==> config.mk <==
export PLATFORM = sky130hd
export DESIGN_NAME = lsea_unit
export DESIGN_NICKNAME = d
export VERILOG_FILES = /design/src/rtl/lsea_pkg.sv /design/src/rtl/lsea_shifter.sv /design/src/rtl/lsea_offset_sel.sv /design/src/rtl/lsea_addr_gen.sv /design/src/rtl/lsea_unit.sv
export SDC_FILE = /design/constraint.sdc
export NUM_CORES = 1
export LEC_CHECK = 0
export BUFFER_PORTS_ARGS = -buffer_cell sky130_fd_sc_hd__buf_2
export CAP_MARGIN = 15
export CORE_MARGIN = 2
export CORE_UTILIZATION = 60
export CTS_BUF_LIST = sky130_fd_sc_hd__clkbuf_8
export CTS_CLUSTER_DIAMETER = 30
export CTS_CLUSTER_SIZE = 28
export DETAILED_ROUTE_END_ITERATION = 8
export GPL_ROUTABILITY_DRIVEN = 0
export HOLD_SLACK_MARGIN = 0.1
export PLACE_DENSITY = 0.83
export SYNTH_ARGS = -nofsm -noshare
export SYNTH_HDL_FRONTEND = slang
export SYNTH_SLANG_ARGS = --single-unit
==> constraint.sdc <==
create_clock -name clk -period 1.19 [get_ports clk]
set_clock_uncertainty 0.05 [all_clocks]
set_input_delay 0.119 -clock clk [delete_from_list [all_inputs] [get_ports clk]]
set_output_delay 0.119 -clock clk [all_outputs]
set_load 0.02 [all_outputs]
==> src/rtl/lsea_pkg.sv <==
package lsea_pkg;
  typedef enum logic [1:0] {
    SRC_IMM    = 2'd0,
    SRC_REG    = 2'd1,
    SRC_SCALED = 2'd2,
    SRC_RSVD   = 2'd3
  } off_src_e;

  typedef enum logic [2:0] {
    SH_LSL  = 3'd0,
    SH_LSR  = 3'd1,
    SH_ASR  = 3'd2,
    SH_ROR  = 3'd3,
    SH_RRX  = 3'd4,
    SH_R5   = 3'd5,
    SH_R6   = 3'd6,
    SH_R7   = 3'd7
  } shift_e;

  typedef enum logic [1:0] {
    IDX_OFFSET = 2'd0,
    IDX_PRE    = 2'd1,
    IDX_POST   = 2'd2,
    IDX_RSVD   = 2'd3
  } idx_e;

  typedef enum logic [1:0] {
    SZ_BYTE  = 2'd0,
    SZ_HALF  = 2'd1,
    SZ_WORD  = 2'd2,
    SZ_SBYTE = 2'd3
  } size_e;
endpackage

==> src/rtl/lsea_shifter.sv <==
module lsea_shifter
  import lsea_pkg::*;
#(
  parameter int W = 32,
  localparam int SHW = $clog2(W)
) (
  input  logic [W-1:0]   val_i,
  input  shift_e         kind_i,
  input  logic [SHW-1:0] amt_i,
  input  logic           cin_i,
  output logic [W-1:0]   val_o
);
  logic [2*W-1:0] rot_dbl;

  assign rot_dbl = {val_i, val_i} >> amt_i;

  always_comb begin
    unique case (kind_i)
      SH_LSL:  val_o = val_i << amt_i;
      SH_LSR:  val_o = val_i >> amt_i;
      SH_ASR:  val_o = W'($signed(val_i) >>> amt_i);
      SH_ROR:  val_o = rot_dbl[W-1:0];
      SH_RRX:  val_o = {cin_i, val_i[W-1:1]};
      default: val_o = val_i;
    endcase
  end
endmodule

==> src/rtl/lsea_offset_sel.sv <==
module lsea_offset_sel
  import lsea_pkg::*;
#(
  parameter int W        = 32,
  parameter int IMM_W    = 12,
  parameter int NARROW_W = 8
) (
  input  off_src_e         src_i,
  input  size_e            size_i,
  input  logic [IMM_W-1:0] imm_i,
  input  logic [W-1:0]     reg_i,
  input  logic [W-1:0]     shifted_i,
  output logic [W-1:0]     offset_o
);
  logic          narrow;
  logic [W-1:0]  imm_wide;
  logic [W-1:0]  imm_short;

  assign narrow    = (size_i == SZ_HALF) || (size_i == SZ_SBYTE);
  assign imm_wide  = {{(W-IMM_W){1'b0}}, imm_i};
  assign imm_short = {{(W-NARROW_W){1'b0}}, imm_i[NARROW_W-1:0]};

  always_comb begin
    unique case (src_i)
      SRC_IMM:    offset_o = narrow ? imm_short : imm_wide;
      SRC_REG:    offset_o = reg_i;
      SRC_SCALED: offset_o = shifted_i;
      default:    offset_o = reg_i;
    endcase
  end
endmodule

==> src/rtl/lsea_addr_gen.sv <==
module lsea_addr_gen
  import lsea_pkg::*;
#(
  parameter int W = 32
) (
  input  logic [W-1:0] base_i,
  input  logic [W-1:0] offset_i,
  input  logic         sub_i,
  input  idx_e         mode_i,
  input  size_e        size_i,
  output logic [W-1:0] addr_o,
  output logic [W-1:0] wb_o,
  output logic         wb_en_o,
  output logic         mis_o
);
  logic [W-1:0] moved;

  assign moved = sub_i ? (base_i - offset_i) : (base_i + offset_i);
  assign wb_o  = moved;

  always_comb begin
    unique case (mode_i)
      IDX_PRE: begin
        addr_o  = moved;
        wb_en_o = 1'b1;
      end
      IDX_POST: begin
        addr_o  = base_i;
        wb_en_o = 1'b1;
      end
      default: begin
        addr_o  = moved;
        wb_en_o = 1'b0;
      end
    endcase
  end

  always_comb begin
    unique case (size_i)
      SZ_HALF: mis_o = addr_o[0];
      SZ_WORD: mis_o = |addr_o[1:0];
      default: mis_o = 1'b0;
    endcase
  end
endmodule

==> src/rtl/lsea_unit.sv <==
module lsea_unit
  import lsea_pkg::*;
#(
  parameter int AW       = 32,
  parameter int IMM_W    = 12,
  parameter int NARROW_W = 8,
  parameter int PC_AHEAD = 8,
  localparam int SHW     = $clog2(AW)
) (
  input  logic             clk,
  input  logic             rst_n,
  input  logic             req_valid,
  input  logic [AW-1:0]    base_val,
  input  logic             base_is_pc,
  input  logic [AW-1:0]    pc_val,
  input  logic [AW-1:0]    offset_reg,
  input  logic [IMM_W-1:0] imm_field,
  input  logic [1:0]       off_src,
  input  logic [2:0]       shift_kind,
  input  logic [SHW-1:0]   shift_amt,
  input  logic             carry_in,
  input  logic             sub_dir,
  input  logic [1:0]       idx_mode,
  input  logic [1:0]       acc_size,
  output logic             out_valid,
  output logic [AW-1:0]    mem_addr,
  output logic [AW-1:0]    wb_val,
  output logic             wb_en,
  output logic             misaligned
);
  logic [AW-1:0] base_eff;
  logic [AW-1:0] shifted;
  logic [AW-1:0] offset;
  logic [AW-1:0] addr_c, wb_c;
  logic          wb_en_c, mis_c;

  logic [AW-1:0] addr_d, wb_d;
  logic          valid_d, wb_en_d, mis_d;

  assign base_eff = base_is_pc ? (pc_val + AW'(PC_AHEAD)) : base_val;

  lsea_shifter #(.W(AW)) u_shift (
    .val_i  (offset_reg),
    .kind_i (shift_e'(shift_kind)),
    .amt_i  (shift_amt),
    .cin_i  (carry_in),
    .val_o  (shifted)
  );

  lsea_offset_sel #(.W(AW), .IMM_W(IMM_W), .NARROW_W(NARROW_W)) u_osel (
    .src_i     (off_src_e'(off_src)),
    .size_i    (size_e'(acc_size)),
    .imm_i     (imm_field),
    .reg_i     (offset_reg),
    .shifted_i (shifted),
    .offset_o  (offset)
  );

  lsea_addr_gen #(.W(AW)) u_agen (
    .base_i   (base_eff),
    .offset_i (offset),
    .sub_i    (sub_dir),
    .mode_i   (idx_e'(idx_mode)),
    .size_i   (size_e'(acc_size)),
    .addr_o   (addr_c),
    .wb_o     (wb_c),
    .wb_en_o  (wb_en_c),
    .mis_o    (mis_c)
  );

  // next-state
  always_comb begin
    valid_d = req_valid;
    addr_d  = mem_addr;
    wb_d    = wb_val;
    wb_en_d = 1'b0;
    mis_d   = 1'b0;
    if (req_valid) begin
      addr_d  = addr_c;
      wb_d    = wb_c;
      wb_en_d = wb_en_c;
      mis_d   = mis_c;
    end
  end

  // registers
  always_ff @(posedge clk or negedge rst_n) begin
    if (!rst_n) begin
      out_valid  <= 1'b0;
      mem_addr   <= '0;
      wb_val     <= '0;
      wb_en      <= 1'b0;
      misaligned <= 1'b0;
    end else begin
      out_valid  <= valid_d;
      mem_addr   <= addr_d;
      wb_val     <= wb_d;
      wb_en      <= wb_en_d;
      misaligned <= mis_d;
    end
  end


  offset_no_wb_chk: assert property (@(posedge clk) disable iff (!rst_n)
    (req_valid && (idx_mode == 2'd0 || idx_mode == 2'd3)) |=> !wb_en);


  pre_same_chk: assert property (@(posedge clk) disable iff (!rst_n)
    (req_valid && idx_mode == 2'd1) |=> (wb_en && mem_addr == wb_val));


  post_base_chk: assert property (@(posedge clk) disable iff (!rst_n)
    (req_valid && idx_mode == 2'd2 && !base_is_pc) |=> (wb_en && mem_addr == $past(base_val)));


  byte_aligned_chk: assert property (@(posedge clk) disable iff (!rst_n)
    (req_valid && (acc_size == 2'd0 || acc_size == 2'd3)) |=> !misaligned);


  idle_hold_chk: assert property (@(posedge clk) disable iff (!rst_n)
    !req_valid |=> (!out_valid && !wb_en && !misaligned && $stable(mem_addr) && $stable(wb_val)));


  narrow_imm_chk: assert property (@(posedge clk) disable iff (!rst_n)
    (off_src == 2'd0 && (acc_size == 2'd1 || acc_size == 2'd3)) |-> (offset < AW'(1 << NARROW_W)));
endmodule

==> out/metrics.yaml, run 1 <==
avgSynthCellArea_um2: 8.39
syn_inst: 1539
cts_root_buffer: "clkbuf_8"
dpl_cell_area_um2: 18000
synth_top_cell_area_share_pct: 14.6
grt_max_degree: 29
grt_pass1_wl_um: 155000
cts_buffers: 9
cts_max_level: 3
die_height_um: 151
dp_hpwl_um: 51700
grt-ovfl-total: 777
seq_area_frac_synth_pct: 13.0
yosys-top-cells-area: "mux4_2 (15%), dfrtp_1 (13%), mux2i_1 (7.9%), mux2_2 (5.5%), a21oi_1 (5.0%)"
synth_warnings: 0
netlist_area_um2: 12900
status: "stopped before the end"
num_rows: 53
synth_seq_cells: 67
clkSinkCount: 67
tool.error: "[ERROR GRT-0116] Global routing finished with congestion. Check the congestion regions in the DRC Viewer."
synth_cell_types: 97
async_flop_share_pct: 100
grtUsageTotal_pct: 90.6
place_ws_ns: -4.82
synth.most_common_cell: "nor2_1"
port_buffers: 194
synth_ff_type: "dfrtp_1"
initial_utilization_pct: 61.2
yosysTopAreaCell: "mux4_2"
synthTopCellsByCount: "nor2_1 (165), a21oi_1 (128), mux2i_1 (102)"
stop_stage: "5_1_grt"
num_io_pins: 195
first_global_vias: 24000
synth_edf_count: 0
synth_nets: 1705
die_width_um: 151
clk_path_buf_depth: 2
[metal layers]
layer  global-route usage, %  overflow
met1                    85.3        47
met2                     104       394
met3                    79.7        66
met4                    99.8       254
met5                    59.3        16
[cells by family after synthesis]
family                     synth area share, %
AOI/OAI and AO/OA                         24.0
and+or+nand+nor                           17.7
buffers and inverters                     6.83
DFF                                       13.0
muxes                                     28.9
xor gates and xnor gates                  5.76
adders and majority gates                 3.74
[what timing repair did]
action | CTS
hold endpoints to repair | 71
endpoints found under the setup margin | 65
setup buffers | 35
resized for setup | 143
cloned | 3
pin swaps | 55
hold buffers | 3
[metrics by stage]
| step | util (%) | TNS (ns) | std cells |
|---|---|---|---|
| CTS | 91.1 | -207.82 | 2464 |
| floorplan | - | -190.35 | 1539 |
| global placement | 85.1 | -227.67 | 2407 |
| detailed placement | 85.1 | -247.20 | 2407 |
==> run 2: changes to the inputs <==
Settings changed: CORE_UTILIZATION 60 to 40, CTS_BUF_LIST sky130_fd_sc_hd__clkbuf_8 to unset, CTS_CLUSTER_DIAMETER 30 to unset, CTS_CLUSTER_SIZE 28 to unset, HOLD_SLACK_MARGIN 0.1 to unset, PLACE_DENSITY 0.83 to unset, PLACE_DENSITY_LB_ADDON set to 0.15.
==> run 2 against run 1 <==
Against the previous run:
- the flow now finishes, with violations (setup timing)
- synthesized cell count stayed put
- synthesized area stayed put
==> out/metrics.yaml, run 2 <==
multi_input_area_um2: 11400
netlist_area_um2: 12900
final_common_cell: "buf_4"
fin_setup_tns_ns: -208.96
num_rows: 65
clk_path_buf_depth: 2
grt_pass1_wl_um: 95100
nets: 2414
layout.cells.non_filler: 2656
num-fill-cells: 2622
start_kind: "input pin"
synth_top_cell_area_share_pct: 14.6
seq_area_frac_synth_pct: 13.0
drive_above_1_share_pct: 52.6
antenna_found_initial: 1
die_height_um: 184
cts_buffers: 9
avgSynthCellArea_um2: 8.39
layout_min_cycle_time_ns: 5.10
synth_edf_count: 0
total_leakage_power_nw: 9.30
die_width_um: 184
power_mw: 21.7
num_io_pins: 195
cts_max_level: 3
worstPathArrival_ns: 5.27
cp_max_fo: 6
initial_utilization_pct: 40.8
path_class: "in -> reg"
final-max-slew-violation-count: 0
drc: 0
setup_viol: 65
synthTopCellsByCount: "nor2_1 (165), a21oi_1 (128), mux2i_1 (102)"
syn_inst: 1539
area_growth_pct: 59.0
setup_slack_ns: -3.91
violations: "setup timing"
peakVddDrop_uv: 724
rsz0062_at_grt: "yes"
clkSinkCount: 67
drt-vias-per-instance: 6.33
hp-class: "in -> reg"
grt-ovfl-total: 0
place_ws_ns: -4.51
synth_nets: 1705
finalCritPeriodShare_pct: 428
p_per_area_nw_per_um2: 1050
synth_seq_cells: 67
first_global_vias: 16500
ff_latch_area_um2: 1680
maxCapViolCount: 0
dr.pass1.iters: 6
most-common-layout-cells: "buf_4 (599), buf_2 (185), nor2_1 (153)"
num_vias: 16800
first_iter_violations: 2185
coreArea_um2: 31600
synth_ff_type: "dfrtp_1"
dp.cells: 2563
fin_util_pct: 64.9
dp_hpwl_um: 49400
worstPathRequired_ns: 1.37
detail_route.wl_per_cell_um: 24.2
grtUsageTotal_pct: 36.8
status: "complete, but fails checks"
final_antenna_net_count: 0
cts_tree: "done"
synth.most_common_cell: "nor2_1"
die_area_um2: 33700
synth_warnings: 0
hold_viol: 0
routed_wl_um: 64300
async_flop_share_pct: 100
end_kind: "flop"
yosys-top-cells-area: "mux4_2 (15%), dfrtp_1 (13%), mux2i_1 (7.9%), mux2_2 (5.5%), a21oi_1 (5.0%)"
clock.fmax_mhz: 196
top_regs: "mem_addr (32), wb_val (32)"
path_clk_slew_ns: 0.06
port_buffers: 194
tightest_slew_ns: 0.747
insertion_delay_ns: 0.35
synth_cell_types: 97
yosysTopAreaCell: "mux4_2"
grt_max_degree: 30
maxSlewHeadroom_pct: 49.8
cts_root_buffer: "clkbuf_16"
[run 2: report_power, final]
group          leakage, nW  switching [mW]  internal (mW)
Sequential           0.767           0.516           3.19
Clock                0.139            1.14           1.47
Combinational         8.39            7.90           7.44
[run 2: layer usage]
layer / track usage, % / routed length [µm]
met1: 45.0 / 23700
met2: 57.1 / 28300
met3: 10.2 / 7460
met4: 23.7 / 4840
met5: 0 / 0
[run 2: through the flow]
stage               hold WS (ns)  area (µm²)
floorplan                 -0.227       13100
global placement          0.0472       18400
detailed placement        0.0451       18400
CTS                        0.138       19900
global route               0.147       20500
finish                     0.145       20500
[run 2: cell families (layout without fill, tap and decap cells)]
kind of cell               count (synthesis)  in the layout  synth area share (%)
AOI/OAI and AO/OA                        457            457                  24.0
xor gates and xnor gates                  85             85                  5.76
adders and majority gates                 38             38                  3.74
buffers and inverters                    185            899                  6.83
DFF                                       67             67                  13.0
muxes                                    255            255                  28.9
other                                      0              1                     0
and+or+nand+nor                          452            452                  17.7
[run 2: worst max-delay path, stage by stage]
cell and delay (ns):
buf_16 0.10, buf_2 0.15, mux2_1 0.36, mux4_2 0.60
a32oi_2 0.28, nand4_1 0.12, o211ai_1 0.23, nor4b_4 0.32
buf_4 0.19, nand3_4 0.10, nor2_4 0.11, a21oi_1 0.08
xnor2_1 0.21, ha_1 0.32, a21oi_2 0.16, o21ai_2 0.09
a211oi_2 0.20, o2bb2ai_2 0.10, a21oi_4 0.16, a31oi_4 0.13
o31ai_4 0.25, o21ai_4 0.11, and4b_1 0.23, a211oi_2 0.19
nand3_1 0.09, mux2_4 0.26
[run 2: area by class of cell]
cell class / instances / area share [%]
antenna: 1 / 0.0122
clock buffer: 10 / 1.16
clock inverter: 6 / 0.195
inverter: 30 / 0.561
multi-input combinational: 1287 / 55.6
sequential: 67 / 8.17
tap: 402 / 2.45
timing repair buffer: 853 / 31.9
[run 2: path summary, 6_finish.rpt]
path                                                  to                   start  cells past startpoint  slack (ns)
worst min register to register    wb_val[16]$_DFFE_PN0P_  wb_val[16]$_DFFE_PN0P_                      1        0.45
worst min-delay path                 out_valid$_DFF_PN0_               req_valid                      2        0.14
max in group asynchronous          wb_val[2]$_DFFE_PN0P_                   rst_n                      3        0.41
min in group asynchronous       mem_addr[14]$_DFFE_PN0P_                   rst_n                      2        0.22
worst max register to register    wb_val[28]$_DFFE_PN0P_  wb_val[28]$_DFFE_PN0P_                      1        0.34
worst max-delay path            mem_addr[31]$_DFFE_PN0P_            shift_amt[1]                     26       -3.91
[run 2: what timing repair did]
action                                  4_1_cts  5_1_grt
pin swaps                                    67       86
endpoints found under the hold margin         7        0
setup buffers                                45       34
hold buffers                                  2        0
endpoints found under the setup margin       65       65
gates cloned                                  4        0
gates resized for setup                     144       97
Note: power is estimated with default switching activity, not from simulation.
